<file path="src/rtl/rtc_pkg.sv">
package rtc_pkg;
  localparam int unsigned RTC_AW = 10;

  localparam logic [RTC_AW-1:0] OFS_COUNT = 10'h000;
  localparam logic [RTC_AW-1:0] OFS_ALARM = 10'h001;
  localparam logic [RTC_AW-1:0] OFS_PRESET = 10'h002;
  localparam logic [RTC_AW-1:0] OFS_CTRL = 10'h003;
  localparam logic [RTC_AW-1:0] OFS_MASK = 10'h004;
  localparam logic [RTC_AW-1:0] OFS_RAW = 10'h005;
  localparam logic [RTC_AW-1:0] OFS_MSK_ST = 10'h006;
  localparam logic [RTC_AW-1:0] OFS_CLEAR = 10'h007;
  localparam logic [RTC_AW-1:0] OFS_IDBASE = 10'h3F8;

  function automatic logic [7:0] id_byte(input logic [2:0] idx);
    case (idx)
      3'd0: id_byte = 8'h31;
      3'd1: id_byte = 8'h10;
      3'd2: id_byte = 8'h14;
      3'd3: id_byte = 8'h00;
      3'd4: id_byte = 8'h0D;
      3'd5: id_byte = 8'hF0;
      3'd6: id_byte = 8'h05;
      default: id_byte = 8'hB1;
    endcase
  endfunction
endpackage

</file>
<file path="src/rtl/rtc_sec_counter.sv">
module rtc_sec_counter #(
  parameter int unsigned W = 32
) (
  input  logic         clk,
  input  logic         rst_n,
  input  logic         tick_i,
  input  logic         preset_wr_i,
  input  logic [W-1:0] wdata_i,
  output logic [W-1:0] count_o,
  output logic [W-1:0] preset_o,
  output logic         adv_o,
  output logic [W-1:0] next_o
);
  logic [W-1:0] count_q, count_d;
  logic [W-1:0] preset_q, preset_d;
  logic         cnt_en;

  always_comb begin
    next_o   = count_q + W'(1);
    adv_o    = tick_i & ~preset_wr_i;
    cnt_en   = tick_i | preset_wr_i;
    count_d  = preset_wr_i ? wdata_i : next_o;
    preset_d = wdata_i;
  end

  always_ff @(posedge clk or negedge rst_n) begin
    if (!rst_n) begin
      count_q  <= '0;
      preset_q <= '0;
    end else begin
      if (cnt_en)      count_q  <= count_d;
      if (preset_wr_i) preset_q <= preset_d;
    end
  end

  assign count_o  = count_q;
  assign preset_o = preset_q;
endmodule

</file>
<file path="src/rtl/rtc_alarm_irq.sv">
module rtc_alarm_irq #(
  parameter int unsigned W = 32
) (
  input  logic         clk,
  input  logic         rst_n,
  input  logic         alarm_wr_i,
  input  logic         mask_wr_i,
  input  logic         clear_i,
  input  logic [W-1:0] wdata_i,
  input  logic         adv_i,
  input  logic [W-1:0] next_cnt_i,
  output logic [W-1:0] alarm_o,
  output logic         mask_o,
  output logic         raw_o,
  output logic         irq_o
);
  logic [W-1:0] alarm_q;
  logic         mask_q, raw_q, raw_d, raw_en, hit;

  always_comb begin
    hit    = adv_i & (next_cnt_i == alarm_q);
    raw_en = hit | clear_i;
    raw_d  = hit;
  end

  always_ff @(posedge clk or negedge rst_n) begin
    if (!rst_n) begin
      alarm_q <= '0;
      mask_q  <= 1'b0;
      raw_q   <= 1'b0;
    end else begin
      if (alarm_wr_i) alarm_q <= wdata_i;
      if (mask_wr_i)  mask_q  <= wdata_i[0];
      if (raw_en)     raw_q   <= raw_d;
    end
  end

  assign alarm_o = alarm_q;
  assign mask_o  = mask_q;
  assign raw_o   = raw_q;
  assign irq_o   = raw_q & mask_q;
endmodule

</file>
<file path="src/rtl/rtc_read_mux.sv">
module rtc_read_mux
  import rtc_pkg::*;
#(
  parameter int unsigned W  = 32,
  parameter int unsigned AW = RTC_AW
) (
  input  logic          rd_en_i,
  input  logic [AW-1:0] addr_i,
  input  logic [W-1:0]  count_i,
  input  logic [W-1:0]  alarm_i,
  input  logic [W-1:0]  preset_i,
  input  logic          mask_i,
  input  logic          raw_i,
  output logic [W-1:0]  rdata_o
);
  localparam int unsigned IDX_W = 3;

  logic          in_id;
  logic [AW-1:0] id_off;

  always_comb begin
    id_off  = addr_i - AW'(OFS_IDBASE);
    in_id   = (addr_i >= AW'(OFS_IDBASE));
    rdata_o = '0;
    if (rd_en_i) begin
      if (in_id) begin
        rdata_o = W'(id_byte(id_off[IDX_W-1:0]));
      end else begin
        case (addr_i)
          AW'(OFS_COUNT):  rdata_o = count_i;
          AW'(OFS_ALARM):  rdata_o = alarm_i;
          AW'(OFS_PRESET): rdata_o = preset_i;
          AW'(OFS_CTRL):   rdata_o = W'(1);
          AW'(OFS_MASK):   rdata_o = W'(mask_i);
          AW'(OFS_RAW):    rdata_o = W'(raw_i);
          AW'(OFS_MSK_ST): rdata_o = W'(raw_i & mask_i);
          default:         rdata_o = '0;
        endcase
      end
    end
  end
endmodule

</file>
<file path="src/rtl/secs_rtc.sv">
module secs_rtc
  import rtc_pkg::*;
#(
  parameter int unsigned W  = 32,
  parameter int unsigned AW = RTC_AW
) (
  input  logic          clk,
  input  logic          rst_n,
  input  logic          tick_i,
  input  logic          psel_i,
  input  logic          pwrite_i,
  input  logic [AW-1:0] paddr_i,
  input  logic [W-1:0]  pwdata_i,
  output logic [W-1:0]  prdata_o,
  output logic          irq_o
);
  logic         rst_meta_q, rst_sync_n;
  logic         wr_en, rd_en;
  logic         preset_wr, alarm_wr, mask_wr, clear_wr;
  logic [W-1:0] count_w, preset_w, alarm_w, next_w;
  logic         adv_w, mask_w, raw_w;

  always_ff @(posedge clk or negedge rst_n) begin
    if (!rst_n) begin
      rst_meta_q <= 1'b0;
      rst_sync_n <= 1'b0;
    end else begin
      rst_meta_q <= 1'b1;
      rst_sync_n <= rst_meta_q;
    end
  end

  always_comb begin
    wr_en     = psel_i & pwrite_i;
    rd_en     = psel_i & ~pwrite_i;
    preset_wr = wr_en & (paddr_i == AW'(OFS_PRESET));
    alarm_wr  = wr_en & (paddr_i == AW'(OFS_ALARM));
    mask_wr   = wr_en & (paddr_i == AW'(OFS_MASK));
    clear_wr  = wr_en & (paddr_i == AW'(OFS_CLEAR));
  end

  rtc_sec_counter #(.W(W)) u_cnt (
    .clk         (clk),
    .rst_n       (rst_sync_n),
    .tick_i      (tick_i),
    .preset_wr_i (preset_wr),
    .wdata_i     (pwdata_i),
    .count_o     (count_w),
    .preset_o    (preset_w),
    .adv_o       (adv_w),
    .next_o      (next_w)
  );

  rtc_alarm_irq #(.W(W)) u_irq (
    .clk        (clk),
    .rst_n      (rst_sync_n),
    .alarm_wr_i (alarm_wr),
    .mask_wr_i  (mask_wr),
    .clear_i    (clear_wr),
    .wdata_i    (pwdata_i),
    .adv_i      (adv_w),
    .next_cnt_i (next_w),
    .alarm_o    (alarm_w),
    .mask_o     (mask_w),
    .raw_o      (raw_w),
    .irq_o      (irq_o)
  );

  rtc_read_mux #(.W(W), .AW(AW)) u_rd (
    .rd_en_i  (rd_en),
    .addr_i   (paddr_i),
    .count_i  (count_w),
    .alarm_i  (alarm_w),
    .preset_i (preset_w),
    .mask_i   (mask_w),
    .raw_i    (raw_w),
    .rdata_o  (prdata_o)
  );
endmodule

</file>
<file path="config.mk">
export PLATFORM = sky130hd
export DESIGN_NAME = secs_rtc
export DESIGN_NICKNAME = d
export VERILOG_FILES = /design/src/rtl/rtc_pkg.sv /design/src/rtl/rtc_sec_counter.sv /design/src/rtl/rtc_alarm_irq.sv /design/src/rtl/rtc_read_mux.sv /design/src/rtl/secs_rtc.sv
export SDC_FILE = /design/constraint.sdc
export NUM_CORES = 1
export LEC_CHECK = 0
export ABC_AREA = 1
export CELL_PAD_IN_SITES_DETAIL_PLACEMENT = 1
export CELL_PAD_IN_SITES_GLOBAL_PLACEMENT = 2
export CORE_MARGIN = 2
export CORE_UTILIZATION = 34
export DETAILED_ROUTE_END_ITERATION = 12
export HOLD_SLACK_MARGIN = 0.06
export PLACE_DENSITY = 0.93
export SETUP_SLACK_MARGIN = 0.3
export SYNTH_ARGS = -nofsm -noshare
export SYNTH_HDL_FRONTEND = slang
export SYNTH_HIERARCHICAL = 1
export SYNTH_SLANG_ARGS = --single-unit
</file>
<file path="constraint.sdc">
create_clock -name clk -period 4.9 [get_ports clk]
set_input_delay 0.49 -clock clk [delete_from_list [all_inputs] [get_ports clk]]
set_output_delay 0.49 -clock clk [all_outputs]
set_load 0.01 [all_outputs]
</file>
==> flow_summary.json, run 1 <==
{
  "status": "completed",
  "syn-num-nets": 1052,
  "hold_violations": 0,
  "synth.area.top_cells": "dfrtp_1, nand2_1, nand3_1",
  "avgSynthCellArea_um2": 6.79,
  "die_area_um2": 21200,
  "combPwrFrac": 0.118,
  "synth.cell_area_um2": 6820,
  "path_cells": "clkdlybuf4s50_1 -> inv_2 -> nor2_4 -> inv_2 -> nor3_2 -> buf_4 -> nand2_1 -> nand3_1 -> nand2_1 -> inv_1 -> clkdlybuf4s50_1",
  "via_count": 6519,
  "placed_area_um2": 7860,
  "place_congestion": 0.810,
  "place_hpwl_um": 15700,
  "r2r-start": "u_cnt/count_o[1]$_DFFE_PN0P_",
  "num_antenna_cells": 0,
  "p_sw_frac": 0.267,
  "dp_cells": 1321,
  "insertion_delay_ns": 0.36,
  "ys.flop_type": "dfrtp_1",
  "ys_warn_count": 6,
  "path_class": "input port to primary output",
  "path_clk_slew_ns": 0.07,
  "clock_path_buffers": 2,
  "r2r-end": "u_irq/raw_o$_DFFE_PN0P_",
  "post_cts_resized": 0,
  "critPathSlowestCell": "clkdlybuf4s50_1",
  "clkPwrFrac": 0.416,
  "cp_slowest_stage_delay_ns": 0.67,
  "power_switching_uw": 521,
  "synth.distinct_cells": 34,
  "grt_pass1_wl_um": 35800,
  "drv_cap": 0,
  "worstPathRequired_ns": 4.41,
  "vias_per_cell": 4.88,
  "tightest_slew_ns": 0.918,
  "synth-edff-count": 0,
  "design_area_um2": 8200,
  "critPathMaxFanout": 15,
  "syn_inst": 1004,
  "grt_usage": 0.211,
  "relSlewSlack": 0.387,
  "fin_nets": 1115,
  "fin_crit_sh": 0.754,
  "powerDensity_nw_per_um2": 238,
  "start_kind": "input port",
  "leakage_nw": 4.14,
  "final_antenna_net_count": 0,
  "postCtsHoldBufs": 0,
  "r2r_cells": 17,
  "drc": 0,
  "die_w_um": 146,
  "fin_tns_setup_ns": 0,
  "post_cts_buffers": 0,
  "ys_ff_latch": 100,
  "finalSetupViolations": 0,
  "first_global_vias": 6857,
  "worstPathArrival_ns": 3.20,
  "ios": 80,
  "overflow": 0,
  "fmax_mhz": 271,
  "internal_power_mw": 1.43,
  "dr.pass1.iters": 4,
  "wl_per_cell_um": 16.2,
  "grt_antenna_before_repair": 0,
  "seq_area_frac_synth": 0.367,
  "grt_max_degree": 80,
  "async_reset_ff_frac": 1.00,
  "syn_to_final_growth_pct": 20.3,
  "fin_skew_ns": 0.00404,
  "rsz0062_at_grt": "false",
  "rows": 51,
  "cts.sinks": 100,
  "cts_buffers": 9,
  "initial_core_util": 0.348,
  "ir_drop_uv": 183,
  "core_area_um2": 19600,
  "worst_setup_path_end_kind": "primary output",
  "cts.htree.levels": 3,
  "fin_cells": 1337,
  "io_buffers": 79,
  "finalMaxSlewViolations": 0,
  "drive_above_1_share": 0.0784,
  "drt_iter0_drc": 279,
  "hp-class": "input port to asynchronous set/reset pin",
  "final.min_clock_period_ns": 3.69,
  "routed_wl_um": 21600,
  "die_height_um": 146,
  "r2r_slack_ns": 2.46,
  "synth_top_area_share": 0.367,
  "clockRootBuffer": "clkbuf_16",
  "synth_top_cell_by_area": "dfrtp_1",
  "cts_tree": "done",
  "p_seq_frac": 0.465
}
-- power by group through the flow --
stage	logic, mW	registers (mW)	clock network, mW
final	0.231	0.909	0.814
after global routing	0.259	0.918	0.864
after CTS	0.232	0.910	0.833
after detailed placement	0.229	0.926	0
after global placement	0.223	0.925	0
after floorplan	0.132	0.914	0
-- per-layer routing --
| metal | routed length, um | part of all wire | global-route usage |
|---|---|---|---|
| met1 | 10500 | 0.48 | 0.284 |
| met2 | 10200 | 0.47 | 0.359 |
| met3 | 668 | 0.031 | 0.0226 |
| met4 | 352 | 0.016 | 0.0652 |
| met5 | 0 | 0 | 0 |
-- metrics by stage --
step	total power, mW	util	setup slack [ns]	hold slack (ns)
2_1_floorplan	1.05	-	1.91	0.194
3_3_place_gp	1.15	0.401	1.22	0.337
3_5_place_dp	1.15	0.401	1.19	0.339
4_1_cts	1.97	0.418	1.18	0.281
5_1_grt	2.04	0.418	1.02	0.291
6_report	1.95	0.418	1.21	0.288
-- logic make-up (layout without fill, tap and decap cells) --
family / Yosys count / in the layout / synth area share
buf+inv: 185 / 253 / 0.109
flops: 100 / 100 / 0.367
xor+xnor: 25 / 25 / 0.0387
other cells: 1 / 1 / 0.000550
fa+ha+maj: 1 / 1 / 0.00184
mux: 11 / 11 / 0.0215
simple gates: 585 / 585 / 0.382
compound gates: 96 / 96 / 0.0793
-- state kept, by name (all words and copies together) (netlist names) --
register        flops
rst_meta_q          1
rst_sync_n          1
u_cnt/count_o      32
u_cnt/preset_o     32
u_irq/alarm_o      32
u_irq/mask_o        1
u_irq/raw_o         1
-- cell usage after synthesis, types with 2 or more instances --
cell type and n:
a21boi_0 18, a21boi_1 5, a21oi_1 3, and2_1 4
buf_1 5, buf_2 17, buf_4 3, buf_6 2
clkbuf_1 10, dfrtp_1 100, inv_1 145, inv_2 2
mux2_2 5, mux2_4 6, nand2_1 314, nand2_2 8
nand2_4 3, nand3_1 149, nand3b_1 5, nor2_1 80
nor2_2 6, nor2_4 10, nor2_8 3, o21ai_0 69
xnor2_1 11, xor2_1 8, xor2_2 6
-- critical path: cells and delay by family --
family	cells	cell delay [ns]
buf+inv	6	1.79
simple gates	5	0.91
-- final cells by class --
| cell class | count | area (um2) |
|---|---|---|
| Clock buffer | 12 | 267 |
| Clock inverter | 4 | 70.1 |
| Fill cell | 2532 | 11400 |
| Inverter | 148 | 556 |
| Multi-Input combinational cell | 719 | 3600 |
| Sequential cell | 100 | 2510 |
| Tap cell | 265 | 332 |
| Timing Repair Buffer | 89 | 866 |
-- worst max path at each step --
stage                    startpoint                           end  depth (start not counted)
2_1_floorplan  rst_sync_n$_DFF_PN0_  u_cnt/count_o[0]$_DFFE_PN0P_                          0
3_3_place_gp             paddr_i[0]                  prdata_o[12]                         11
3_5_place_dp             paddr_i[0]                  prdata_o[12]                         11
4_1_cts                  paddr_i[0]                  prdata_o[12]                         11
5_1_grt                  paddr_i[2]                   prdata_o[4]                         10
6_report                 paddr_i[0]                  prdata_o[12]                         11
-- cells in the final DEF (no fill, tap or decap), types with 5 or more instances in the layout --
master,instances
a21boi_0,18
a21boi_1,5
buf_4,10
clkbuf_16,9
clkdlybuf4s50_1,79
dfrtp_1,99
inv_1,145
mux2_2,5
mux2_4,6
nand2_1,314
nand2_2,8
nand3_1,149
nand3b_1,5
nor2_1,74
nor2_2,9
nor2_4,13
o21ai_0,69
xnor2_1,11
xor2_1,8
xor2_2,6
Note: power is estimated with default switching activity, not from simulation.
==> run 2: changes to the inputs <==
--- a/config.mk
+++ b/config.mk
@@ -9,10 +9,10 @@
 export CELL_PAD_IN_SITES_DETAIL_PLACEMENT = 1
 export CELL_PAD_IN_SITES_GLOBAL_PLACEMENT = 2
 export CORE_MARGIN = 2
-export CORE_UTILIZATION = 34
+export CORE_UTILIZATION = 32
 export DETAILED_ROUTE_END_ITERATION = 12
 export HOLD_SLACK_MARGIN = 0.06
-export PLACE_DENSITY = 0.93
+export PLACE_DENSITY = 0.89
 export SETUP_SLACK_MARGIN = 0.3
 export SYNTH_ARGS = -nofsm -noshare
 export SYNTH_HDL_FRONTEND = slang
==> constraint.sdc (replaced) <==
create_clock -name clk -period 3.4 [get_ports clk]
set_input_delay 0.34 -clock clk [delete_from_list [all_inputs] [get_ports clk]]
set_output_delay 0.34 -clock clk [all_outputs]
set_load 0.01 [all_outputs]
==> run 2 against run 1 <==
- global-route usage down 1.3 points
- combinational power increased by 45%
- wire length down 0.55%
- first-iteration DRC count shrank 11%
- non-clock buffer count grew 6
- cell area grew 0.84%
==> flow_summary.json, run 2 (same netlist as run 1, synthesis figures left out) <==
{
  "worstPathArrival_ns": 2.57,
  "p_total_mw": 2.65,
  "post_cts_resized": 0,
  "fin_skew_ns": 0.0116,
  "tightest_slew_ns": 0.784,
  "critPathMaxFanout": 39,
  "postCtsHoldBufs": 0,
  "grt_antenna_before_repair": 0,
  "post_cts_buffers": 0,
  "ios": 80,
  "leakage_nw": 4.15,
  "final_cell_mix": "nand2_1, nand3_1, inv_1",
  "design_area_um2": 8270,
  "drive_above_1_share": 0.0835,
  "finalMaxSlewViolations": 0,
  "place_congestion": 0.855,
  "vias_per_cell": 4.82,
  "place_hpwl_um": 15600,
  "cts.sinks": 100,
  "fin_crit_sh": 0.856,
  "fmax_mhz": 343,
  "worstPathRequired_ns": 3.06,
  "via_count": 6528,
  "fin_cells": 1353,
  "io_buffers": 79,
  "post-route-util": 0.394,
  "hp-class": "input port to asynchronous set/reset pin",
  "drv_cap": 0,
  "final.min_clock_period_ns": 2.91,
  "cts.htree.levels": 3,
  "fillers": 2714,
  "status": "completed",
  "rows": 53,
  "placed_area_um2": 7960,
  "fin_nets": 1121,
  "grt_max_degree": 79,
  "r2r_slack_ns": 0.96,
  "relSlewSlack": 0.477,
  "final_antenna_net_count": 0,
  "cts_tree": "done",
  "die_height_um": 150,
  "dr.pass1.iters": 5,
  "insertion_delay_ns": 0.36,
  "rsz0062_at_grt": "false",
  "cts_buffers": 9,
  "start_kind": "input port",
  "path_class": "input port to primary output",
  "wl_per_cell_um": 15.9,
  "overflow": 0,
  "finalSetupViolations": 0,
  "grt_pass1_wl_um": 35300,
  "ir_drop_uv": 248,
  "worst_setup_path_end_kind": "primary output",
  "fin_tns_setup_ns": 0,
  "clockRootBuffer": "clkbuf_16",
  "die_w_um": 150,
  "dp_cells": 1336,
  "powerDensity_nw_per_um2": 321,
  "routed_wl_um": 21500,
  "drt_iter0_drc": 248,
  "first_global_vias": 6971,
  "core_area_um2": 21000,
  "die_area_um2": 22500,
  "final_common_cell": "nand2_1",
  "drc": 0,
  "path_clk_slew_ns": 0.07,
  "syn_to_final_growth_pct": 21.3,
  "hold_violations": 0,
  "initial_core_util": 0.325,
  "num_antenna_cells": 0,
  "clock_path_buffers": 2,
  "grt_usage": 0.199
}
==> run 2: cell types whose count changed in the layout (fill, tap and decap cells not counted), sizes merged <==
| cell | change |
|---|---|
| clkinvlp | +3 |
| buf | +5 |
| clkbuf | -2 |
| bufinv | -2 |
| inv | +2 |
==> run 2: metal layers <==
layer / vias up / part of all wire / global-route usage
met3: 24 / 0.029 / 0.0229
li1: 3259 / - / -
met4: 0 / 0.021 / 0.0656
met1: 3141 / 0.49 / 0.270
met2: 104 / 0.46 / 0.328
met5: - / 0 / 0
==> run 2: worst max-delay path: stages <==
cell             delay [ns]
clkdlybuf4s50_1        0.55
nor2_1                 0.14
nand2_1                0.14
nor2_4                 0.24
clkbuf_16              0.29
nand3_1                0.10
nand3_1                0.09
nor2_1                 0.05
nor2_1                 0.08
clkdlybuf4s50_1        0.53
==> run 2: power breakdown <==
part	switching [mW]	total, mW	internal [mW]
Sequential	0.0811	1.31	1.23
Clock	0.499	1.01	0.507
Combinational	0.201	0.335	0.134
Total	0.781	2.65	1.87
==> run 2: layout make-up <==
class	instances	area [um2]	share of cell area
Tap cell	275	344	0.0416
Multi-Input combinational cell	719	3600	0.435
Inverter	148	556	0.0672
Clock inverter	7	60.1	0.00727
Clock buffer	9	225	0.0272
Timing Repair Buffer	95	978	0.118
Sequential cell	100	2510	0.303
==> run 2: path summary, 6_finish.rpt <==
path,startpoint,end,cells past startpoint
setup / recovery,paddr_i[2],prdata_o[3],10
min in group clk,rst_meta_q$_DFF_PN0_,rst_sync_n$_DFF_PN0_,0
setup reg to reg,u_cnt/count_o[1]$_DFFE_PN0P_,u_irq/raw_o$_DFFE_PN0P_,14
hold reg to reg,rst_meta_q$_DFF_PN0_,rst_sync_n$_DFF_PN0_,0
hold / removal,rst_n,rst_sync_n$_DFF_PN0_,1
max in group asynchronous,rst_sync_n$_DFF_PN0_,u_cnt/count_o[3]$_DFFE_PN0P_,1
==> run 2: stage by stage <==
stage | setup WS [ns] | hold slack [ns]
after floorplan | 0.408 | 0.0444
after global placement | 0.516 | 0.338
after detailed placement | 0.461 | 0.336
after CTS | 0.449 | 0.124
after global routing | 0.328 | 0.129
final | 0.488 | 0.138
